$ cat config.mk
export PLATFORM = sky130hd
export DESIGN_NAME = daisy_rdr
export DESIGN_NICKNAME = d
export VERILOG_FILES = /design/src/rtl/rdr_pkg.sv /design/src/rtl/rdr_timer.sv /design/src/rtl/rdr_deser.sv /design/src/rtl/daisy_rdr.sv
export SDC_FILE = /design/constraint.sdc
export NUM_CORES = 1
export LEC_CHECK = 0
export ABC_AREA = 1
export CAP_MARGIN = 5
export CORE_UTILIZATION = 50
export CTS_CLUSTER_DIAMETER = 100
export DETAILED_ROUTE_END_ITERATION = 7
export PLACE_DENSITY = 0.82
export RECOVER_POWER = 25
export REMOVE_ABC_BUFFERS = 1
export SLEW_MARGIN = 20
export SYNTH_ARGS = -nofsm -noshare
export SYNTH_HDL_FRONTEND = slang
export SYNTH_SLANG_ARGS = --single-unit
$ cat constraint.sdc
create_clock -name clk -period 1.4 [get_ports clk]
set_input_delay 0.28 -clock clk [delete_from_list [all_inputs] [get_ports clk]]
set_output_delay 0.28 -clock clk [all_outputs]
set_load 0.05 [all_outputs]
$ cat src/rtl/rdr_pkg.sv
package rdr_pkg;
    typedef enum logic [2:0] {
        ST_IDLE,
        ST_CONV,
        ST_SETTLE,
        ST_HIGH,
        ST_LOW,
        ST_ACQ
    } rdr_state_e;
endpackage

$ cat src/rtl/rdr_timer.sv
module rdr_timer #(
    parameter int W = 5
) (
    input  logic         clk,
    input  logic         rst_n,
    input  logic         load_i,
    input  logic [W-1:0] val_i,
    output logic         zero_o
);
    logic [W-1:0] cnt_d, cnt_q;

    assign zero_o = (cnt_q == '0);

    always_comb begin
        cnt_d = cnt_q;
        if (load_i)
            cnt_d = val_i;
        else if (!zero_o)
            cnt_d = cnt_q - 1'b1;
    end

    always_ff @(posedge clk or negedge rst_n) begin
        if (!rst_n) cnt_q <= '0;
        else        cnt_q <= cnt_d;
    end

    // Phase lengths of the serial clock depend on a steady one-per-cycle count
    p_timer_step_r1: assert property (@(posedge clk) disable iff (!rst_n)
        (!load_i && !zero_o) |=> (cnt_q == $past(cnt_q) - 1'b1))
        else $error("timer did not step down");
endmodule

$ cat src/rtl/rdr_deser.sv
module rdr_deser #(
    parameter int N_DEV  = 3,
    parameter int WORD_W = 18
) (
    input  logic                    clk,
    input  logic                    rst_n,
    input  logic                    shift_en_i,
    input  logic                    bit_i,
    input  logic                    capture_i,
    output logic [N_DEV*WORD_W-1:0] words_o
);
    localparam int TOTAL = N_DEV * WORD_W;

    logic [TOTAL-1:0] sr_d, sr_q;
    logic [TOTAL-1:0] out_d, out_q;
    logic [TOTAL-1:0] reordered;

    // The first bits received land at the top of the shift register and belong to word 0
    for (genvar i = 0; i < N_DEV; i++) begin : g_word
        assign reordered[i*WORD_W +: WORD_W] = sr_q[TOTAL-1-i*WORD_W -: WORD_W];
    end

    always_comb begin
        sr_d  = sr_q;
        out_d = out_q;
        if (shift_en_i)
            sr_d = {sr_q[TOTAL-2:0], bit_i};
        if (capture_i)
            out_d = reordered;
    end

    always_ff @(posedge clk or negedge rst_n) begin
        if (!rst_n) begin
            sr_q  <= '0;
            out_q <= '0;
        end else begin
            sr_q  <= sr_d;
            out_q <= out_d;
        end
    end

    assign words_o = out_q;

    p_words_hold_r6: assert property (@(posedge clk) disable iff (!rst_n)
        !capture_i |=> $stable(words_o))
        else $error("result words changed without a capture");
endmodule

$ cat src/rtl/daisy_rdr.sv
module daisy_rdr #(
    parameter int N_DEV    = 3,
    parameter int WORD_W   = 18,
    parameter int HALF_CYC = 2,
    parameter int CONV_CYC = 20,
    parameter int ACQ_CYC  = 5,
    parameter bit USE_BUSY = 1'b0
) (
    input  logic                    clk,
    input  logic                    rst_n,
    input  logic                    start_i,
    input  logic                    sdi_i,
    output logic                    cnvst_o,
    output logic                    sclk_o,
    output logic [N_DEV*WORD_W-1:0] words_o,
    output logic                    valid_o,
    output logic                    busy_o
);
    import rdr_pkg::*;

    localparam int TOTAL = N_DEV * WORD_W;
    localparam int BIT_W = $clog2(TOTAL + 1);
    localparam int TMAX0 = (HALF_CYC > CONV_CYC) ? HALF_CYC : CONV_CYC;
    localparam int TMAX  = (TMAX0 > ACQ_CYC) ? TMAX0 : ACQ_CYC;
    localparam int TIM_W = (TMAX < 2) ? 1 : $clog2(TMAX + 1);

    typedef struct packed {
        rdr_state_e       st;
        logic             cnvst;
        logic             sclk;
        logic [BIT_W-1:0] bits;
        logic             valid;
    } ctl_t;

    ctl_t             ctl_d, ctl_q;
    logic             t_load;
    logic [TIM_W-1:0] t_val;
    logic             t_zero;
    logic             shift_en;
    logic             capture;
    logic             conv_done;

    rdr_timer #(.W(TIM_W)) timer_i (
        .clk    (clk),
        .rst_n  (rst_n),
        .load_i (t_load),
        .val_i  (t_val),
        .zero_o (t_zero)
    );

    rdr_deser #(.N_DEV(N_DEV), .WORD_W(WORD_W)) deser_i (
        .clk        (clk),
        .rst_n      (rst_n),
        .shift_en_i (shift_en),
        .bit_i      (sdi_i),
        .capture_i  (capture),
        .words_o    (words_o)
    );

    // Select how the end of conversion is detected
    if (USE_BUSY) begin : g_busy
        assign conv_done = sdi_i;
    end else begin : g_fixed
        assign conv_done = t_zero;
    end

    always_comb begin
        ctl_d       = ctl_q;
        ctl_d.valid = 1'b0;
        t_load      = 1'b0;
        t_val       = '0;
        shift_en    = 1'b0;
        capture     = 1'b0;
        unique case (ctl_q.st)
            ST_IDLE: begin
                if (start_i) begin
                    ctl_d.st    = ST_CONV;
                    ctl_d.cnvst = 1'b1;
                    t_load      = 1'b1;
                    t_val       = TIM_W'(CONV_CYC - 1);
                end
            end
            ST_CONV: begin
                if (conv_done) begin
                    ctl_d.st    = ST_SETTLE;
                    ctl_d.cnvst = 1'b0;
                    t_load      = 1'b1;
                    t_val       = TIM_W'(HALF_CYC - 1);
                end
            end
            ST_SETTLE, ST_LOW: begin
                if (t_zero) begin
                    t_load = 1'b1;
                    if (ctl_q.bits == BIT_W'(TOTAL)) begin
                        ctl_d.st    = ST_ACQ;
                        ctl_d.valid = 1'b1;
                        ctl_d.bits  = '0;
                        capture     = 1'b1;
                        t_val       = TIM_W'(ACQ_CYC - 1);
                    end else begin
                        ctl_d.st   = ST_HIGH;
                        ctl_d.sclk = 1'b1;
                        ctl_d.bits = ctl_q.bits + 1'b1;
                        shift_en   = 1'b1;
                        t_val      = TIM_W'(HALF_CYC - 1);
                    end
                end
            end
            ST_HIGH: begin
                if (t_zero) begin
                    ctl_d.st   = ST_LOW;
                    ctl_d.sclk = 1'b0;
                    t_load     = 1'b1;
                    t_val      = TIM_W'(HALF_CYC - 1);
                end
            end
            ST_ACQ: begin
                if (t_zero)
                    ctl_d.st = ST_IDLE;
            end
            default: ctl_d.st = ST_IDLE;
        endcase
    end

    always_ff @(posedge clk or negedge rst_n) begin
        if (!rst_n) begin
            ctl_q <= '{st: ST_IDLE, cnvst: 1'b0, sclk: 1'b0, bits: '0, valid: 1'b0};
        end else begin
            ctl_q <= ctl_d;
        end
    end

    assign cnvst_o = ctl_q.cnvst;
    assign sclk_o  = ctl_q.sclk;
    assign valid_o = ctl_q.valid;
    assign busy_o  = (ctl_q.st != ST_IDLE);

    p_clk_quiet_r3: assert property (@(posedge clk) disable iff (!rst_n)
        sclk_o |-> !cnvst_o)
        else $error("serial clock high while conversion-start high");

    p_bit_bound_r1: assert property (@(posedge clk) disable iff (!rst_n)
        ctl_q.bits <= BIT_W'(TOTAL))
        else $error("pulse count beyond chain length");

    p_busy_gate_r4: assert property (@(posedge clk) disable iff (!rst_n)
        $fell(cnvst_o) |-> (!USE_BUSY || $past(sdi_i)))
        else $error("readout began before completion flag");

    p_valid_pulse_r6: assert property (@(posedge clk) disable iff (!rst_n)
        valid_o |=> !valid_o)
        else $error("valid longer than one cycle");

    p_start_idle_r7: assert property (@(posedge clk) disable iff (!rst_n)
        $rose(cnvst_o) |-> $past(!busy_o))
        else $error("conversion started while busy");

    p_acq_busy_r8: assert property (@(posedge clk) disable iff (!rst_n)
        valid_o |-> busy_o)
        else $error("acquisition interval not covered by busy");
endmodule

# Word level (Yosys, flattened, before mapping)
# Index checks and enable logic that the tools add are counted.
totals:
  reg_bits: 125
  in_bits: 4
  output_inout_bits: 58
  word_cells: 65
classes:
  add_sub_neg: 2
  n_eq_ne: 13
  mux: 30
  reduce_logical: 12
ops:
  columns: ["cell", "n"]
  rows:
  - ["two-way mux 3 bit", 6]
  - ["two-way mux 5 bit", 3]
  - ["one-hot mux 3 bit (5 select lines)", 1]
  - ["one-hot mux 5 bit (3 select lines)", 1]
  - ["inequality test 2 bit (second input constant)", 7]
  - ["two-way mux 1 bit", 12]
  - ["two-way mux 4 bit", 2]
  - ["two-way mux 8 bit", 1]
  - ["adder 6 x 1 -> 6 bit (second input constant)", 1]
  - ["== test 3 x 2 -> 1 bit (second input constant)", 2]
  - ["== test 3 bit (second input constant)", 2]
  - ["== test 6 bit (second input constant)", 1]
  - ["two-way mux 6 bit", 1]
  - ["one-hot mux 1 bit (2 select lines)", 3]
  - ["logical NOT 5 bit", 1]
  - ["AND reduction 5 bit", 1]
  - ["subtractor 5 x 1 -> 5 bit (second input constant)", 1]
  - ["AND reduction 4 bit", 1]
  - ["nonzero test 2 bit", 2]
  - ["OR reduction 2 bit", 2]
  - ["OR reduction 4 bit", 1]
  - ["== test 3 x 1 -> 1 bit (second input constant)", 1]
  - ["logical NOT 3 bit", 1]
  - ["AND reduction 3 bit", 1]
  - ["2 further kinds", 2]

# Logic depth before layout (Yosys ltp)
depth:
  ltp_word: 5
  ltp_mapped: 10
  depth_no_buf: 9

# Cells and area by module
# From an unflattened synthesis, not the netlist that was laid out.
hier_totals:
  hier_cells: 591
  area_unflattened_um2: 5154.9
by_module_without_submodules:
  columns: ["mod", "instances", "cells_each", "area_each_um2", "seq_area_each_um2"]
  rows:
  - ["rdr_deser", 1, 456, 4146.5, 2702.6]
  - ["daisy_rdr", 1, 95, 713.2, 300.3]
  - ["rdr_timer", 1, 40, 295.3, 125.1]

# Least setup slack after synthesis
# OpenSTA, ideal clock, no wires.
synth_path:
  path_type: "reg-to-reg"
  startpoint: "register ctl_q[10] (netlist name)"
  endpoint: "register ctl_q[9] (netlist name)"
  setup_time_ns: 0.128
  t_arrival_ns: 1.491
  required_ns: 1.272
  path_slack_ns: -0.219
  path_stages_with_launch: 7
  path_buffers: 0
  synth_period_minus_slack_ns: 1.619
  cell_sequence: "dfrtp_1 nor2_2 nand2_1 nand3_1 nand2_1 nand2_1 o21ai_0"
synth_between:
  elab_chain_cells: 4
synth_rtl:
  columns: ["item", "line_no", "source"]
  rows:
  - ["start, declared", "daisy_rdr.sv:35", "ctl_t ctl_d, ctl_q;"]
  - ["start signal, assigned", "daisy_rdr.sv:127", "ctl_q <= '{st: ST_IDLE, cnvst: 1'b0, sclk: 1'b0, bits: '0, valid: 1'b0};"]
  - ["start signal, assigned", "daisy_rdr.sv:129", "ctl_q <= ctl_d;"]
  - ["== test 3 x 2 -> 1 bit or == test 3 bit (tied branches)", "daisy_rdr.sv:74", "unique case (ctl_q.st)"]
  - ["OR reduction 2 bit", "daisy_rdr.sv:74", null]
  - ["inequality test 2 bit (no source line)", null, null]
  - ["AND reduction 5 bit (no source line)", null, null]
# Several ways; a longest one is shown, not always the timed one.
# A chain may end at the register's enable or synchronous reset.

# Final worst setup path
layout_path:
  startpoint: "register ctl_q[1] (netlist name)"
  endpoint: "register deser_i.sr_q[19]"
layout_between:
  elab_chain_cells: 4
layout_rtl:
  columns: ["item", "line_no", "source"]
  rows:
  - ["== test 6 bit", "daisy_rdr.sv:94", "if (ctl_q.bits == BIT_W'(TOTAL)) begin"]
  - ["two-way mux 1 bit", "daisy_rdr.sv:94", null]
  - ["two-way mux 1 bit", "daisy_rdr.sv:92", "if (t_zero) begin"]
  - ["two-way mux 1 bit", "daisy_rdr.sv:74", null]
  - ["end signal, assigned", "rdr_deser.sv:37", "sr_q <= sr_d;"]
  - ["end, declared", "rdr_deser.sv:14", "logic [TOTAL-1:0] sr_d, sr_q;"]
# Every way passes these cells.

==> summary.txt <==
TritonCTS Buffers: 17
Final Max Tran Viols: 0
Slew headroom: 0.509
Unrepaired setup endpoints after global routing: true
Share of layout cells above drive strength 1: 0.578
Worst setup margin: -322 ps
Routability congestion estimate: 0.889
Power density cells: 1230 nW/µm²
GRT Overall Usage: 0.221
Fmax: 581 MHz
Max FO, Critical Path: 10
H-tree levels: 4
Critical path startpoint category: flop
DRC: 0
Die Ht: 103 µm
Num ports: 62
Root buf cell: clkbuf_8
Internal Power: 7.57 mW
Critical Path AT: 2170 ps
Worst vdd ir: 1.32 mV
FF-to-FF Start: ctl_q[1]
Synthesized area per cell: 9.97 µm²
Sw Share: 0.299
Adder-Cell Fraction of Synth Area: 0.00731
FP Rows: 36
Final Setup Violations: 148
Antenna fix cells: 0
Net Switching: 3.23 mW
Final Hold Viols: 0
Post-synthesis compound-gate area fraction: 0.145
Crit Path Category: flop to flop
Clk sink count: 125
Post-Syn Area: 5140 µm²
Final #Nets: 659
Post-synthesis register bit count: 125
Ys flop type: dfrtp_1
Setup crit end kind: flop
Register area: 3160 µm²
Power share of the sequential group: 0.370
Antenna violations before repair: 0
DIE AREA: 10,700 µm²
Combinational fraction of design power: 0.222
Clk_lat worst skew: 530 ps
Number of synthesized flops with an enable pin: 0
DR iter-0 viols: 290
Clock transition at the registers of the reported paths: 60 ps
Mux contribution to synthesized area: 0
Synth area leaders: dfrtp_1 (61%), nand2_1 (10%), o21ai_2 (5.8%)
Failing checks: negative setup slack
Largest net degree at the start of global routing: 49
I/O Buffers: 61
Hpwl dp: 6850 µm
Max-Cap Viols: 0
Reg-to-reg endpoint: deser_i.sr_q[19]
Vias in the first global route: 3,701
Wirelength, routed: 18,700 µm
FFs w/ async S/R, synth: 1.00
Worst hold path class: primary input to async pin
Netlist cell types: 27
Clock share of power: 0.408
Status: finished with violations
XOR/XNOR Fraction of Synth Area: 0.0102
Fin cells: 796
Area added between synthesis and finish: 70.3%
Largest family of logic cells by synthesized area: compound AO/OA/AOI/OAI gates
Via count: 4,642
Core ar.: 9860 µm²
R2R setup slack: -320 ps
Syn. warnings: 0
First drt pass iteration count: 5
TritonCTS clock tree: yes
Avg WL per Cell: 23.5 µm
Clock skew: 6.76 ps
Final cycle utilization of the critical path: 1.23
Dpl cell area: 6600 µm²
Finished Cell Area: 8750 µm²
Commonest non-fill, non-tap cell in the layout: dfrtp_1
Post-Place Cells: 712
Remaining global-route overflow: 0
Leak: 3.83 nW
Critical Path RT: 1850 ps
Post-synthesis sequential area ratio: 0.609
Worst r2r path cells: 10
Final Total Pwr: 10.8 mW
Starting Density: 0.521
First-pass GRT wire length: 17,500 µm
Area leader, netlist: dfrtp_1
Highest-count cells in the layout ignoring fill and taps: dfrtp_1 (96), o21ai_2 (75), buf_12 (69)
Clock buffer depth: 2
Slew @ Worst Pin: 737 ps
Fillers: 324
Synth top area share: 0.609
Die Wd: 103 µm
Syn Inst Count: 515
Final ANT Viol Nets: 0
Clock period minus worst slack: 1720 ps
Vias per cell: 5.83
Area of the multi-input gates: 2220 µm²
Simple-Gate Fraction of Synth Area: 0.140
[flip-flops by register name, summed over array words and instances (netlist names)]
register         flops
cnvst_o              1
valid_o              1
deser_i.words_o     54
ctl_q                9
sclk_o               1
timer_i.cnt_q        5
deser_i.sr_q        54
[Yosys cell counts (2+ instances only)]
cell type,instances
nand2_1,141
dfrtp_1,125
inv_1,66
o21ai_1,57
o21ai_2,34
o21ai_0,26
buf_6,12
nand3_1,9
buf_2,7
nor2_1,6
xor2_1,5
clkbuf_2,4
ha_1,3
a21o_1,2
a21oi_1,2
inv_2,2
nand3_4,2
nor2_2,2
nor3_1,2
[cells by family (layout without fill, tap and decap cells)]
| logic type | after synthesis | in the layout |
|---|---|---|
| flip-flops | 125 | 125 |
| buffers and inverters | 92 | 240 |
| XOR/XNOR | 6 | 6 |
| AO/OA/AOI/OAI | 122 | 122 |
| AND/OR/NAND/NOR | 167 | 167 |
| adder cells (fa/ha/maj) | 3 | 3 |
[worst max-delay path: stages (launching register included)]
cell       delay [ps]
dfrtp_1           390
inv_1              70
ha_2              170
nand3_2            90
nor2_4            170
inv_2              80
nand3_4           120
clkbuf_16         200
clkbuf_16         180
nand2_1            80
o21ai_1            90
[layout make-up]
cell class / instances / share of cell area
clock buffer: 24 / 0.0572
multi-input combinational: 298 / 0.254
inverter: 69 / 0.0307
sequential: 125 / 0.362
clock inverter: 6 / 0.00944
timing repair buffer: 141 / 0.268
tap: 133 / 0.0190
[how the worst max path moves through the flow]
stage / from / end / slack [ps] / depth (start not counted)
global route: ctl_q[1] / deser_i.sr_q[19] / -380 / 10
global placement: ctl_q[1] / deser_i.sr_q[4] / -50 / 8
floorplan: timer_i.cnt_q[0] / ctl_q[1] / -730 / 6
finish: ctl_q[1] / deser_i.sr_q[19] / -320 / 10
detailed placement: ctl_q[1] / ctl_q[5] / -150 / 8
CTS: ctl_q[11] / busy_o / -190 / 3
[power groups by stage]
stage / logic (mW) / registers (mW) / clock network, mW
2_1_floorplan: 0.896 / 4.06 / 0
3_3_place_gp: 1.55 / 3.98 / 0
3_5_place_dp: 1.63 / 4.00 / 0
4_1_cts: 1.86 / 3.94 / 4.30
5_1_grt: 2.54 / 3.99 / 4.55
6_report: 2.40 / 3.99 / 4.41
[what timing repair did]
action	in CTS	in global routing
gates cloned	0	30
endpoints found under the hold margin	29	0
resized for setup	24	233
setup endpoints to repair	130	148
pin swaps	2	11
setup buffers	3	20
hold buffers	1	0
[layer usage]
metal / track usage / share of wire / wire [µm]
met5: 0 / 0 / 0
met4: 0.0813 / 0.043 / 811
met3: 0.0571 / 0.072 / 1340
met2: 0.369 / 0.51 / 9520
met1: 0.278 / 0.38 / 7020
[metrics by stage]
step	TNS [ps]	hold slack (ps)	util	setup slack (ps)
final	-28210	348	0.887	-322
after global routing	-37990	430	0.887	-383
after CTS	-14830	222	0.736	-186
after detailed placement	-7020	222	0.669	-145
after global placement	-1640	220	0.669	-54.0
after floorplan	-72680	-15.6	-	-735
(Power assumes the default switching activity.)
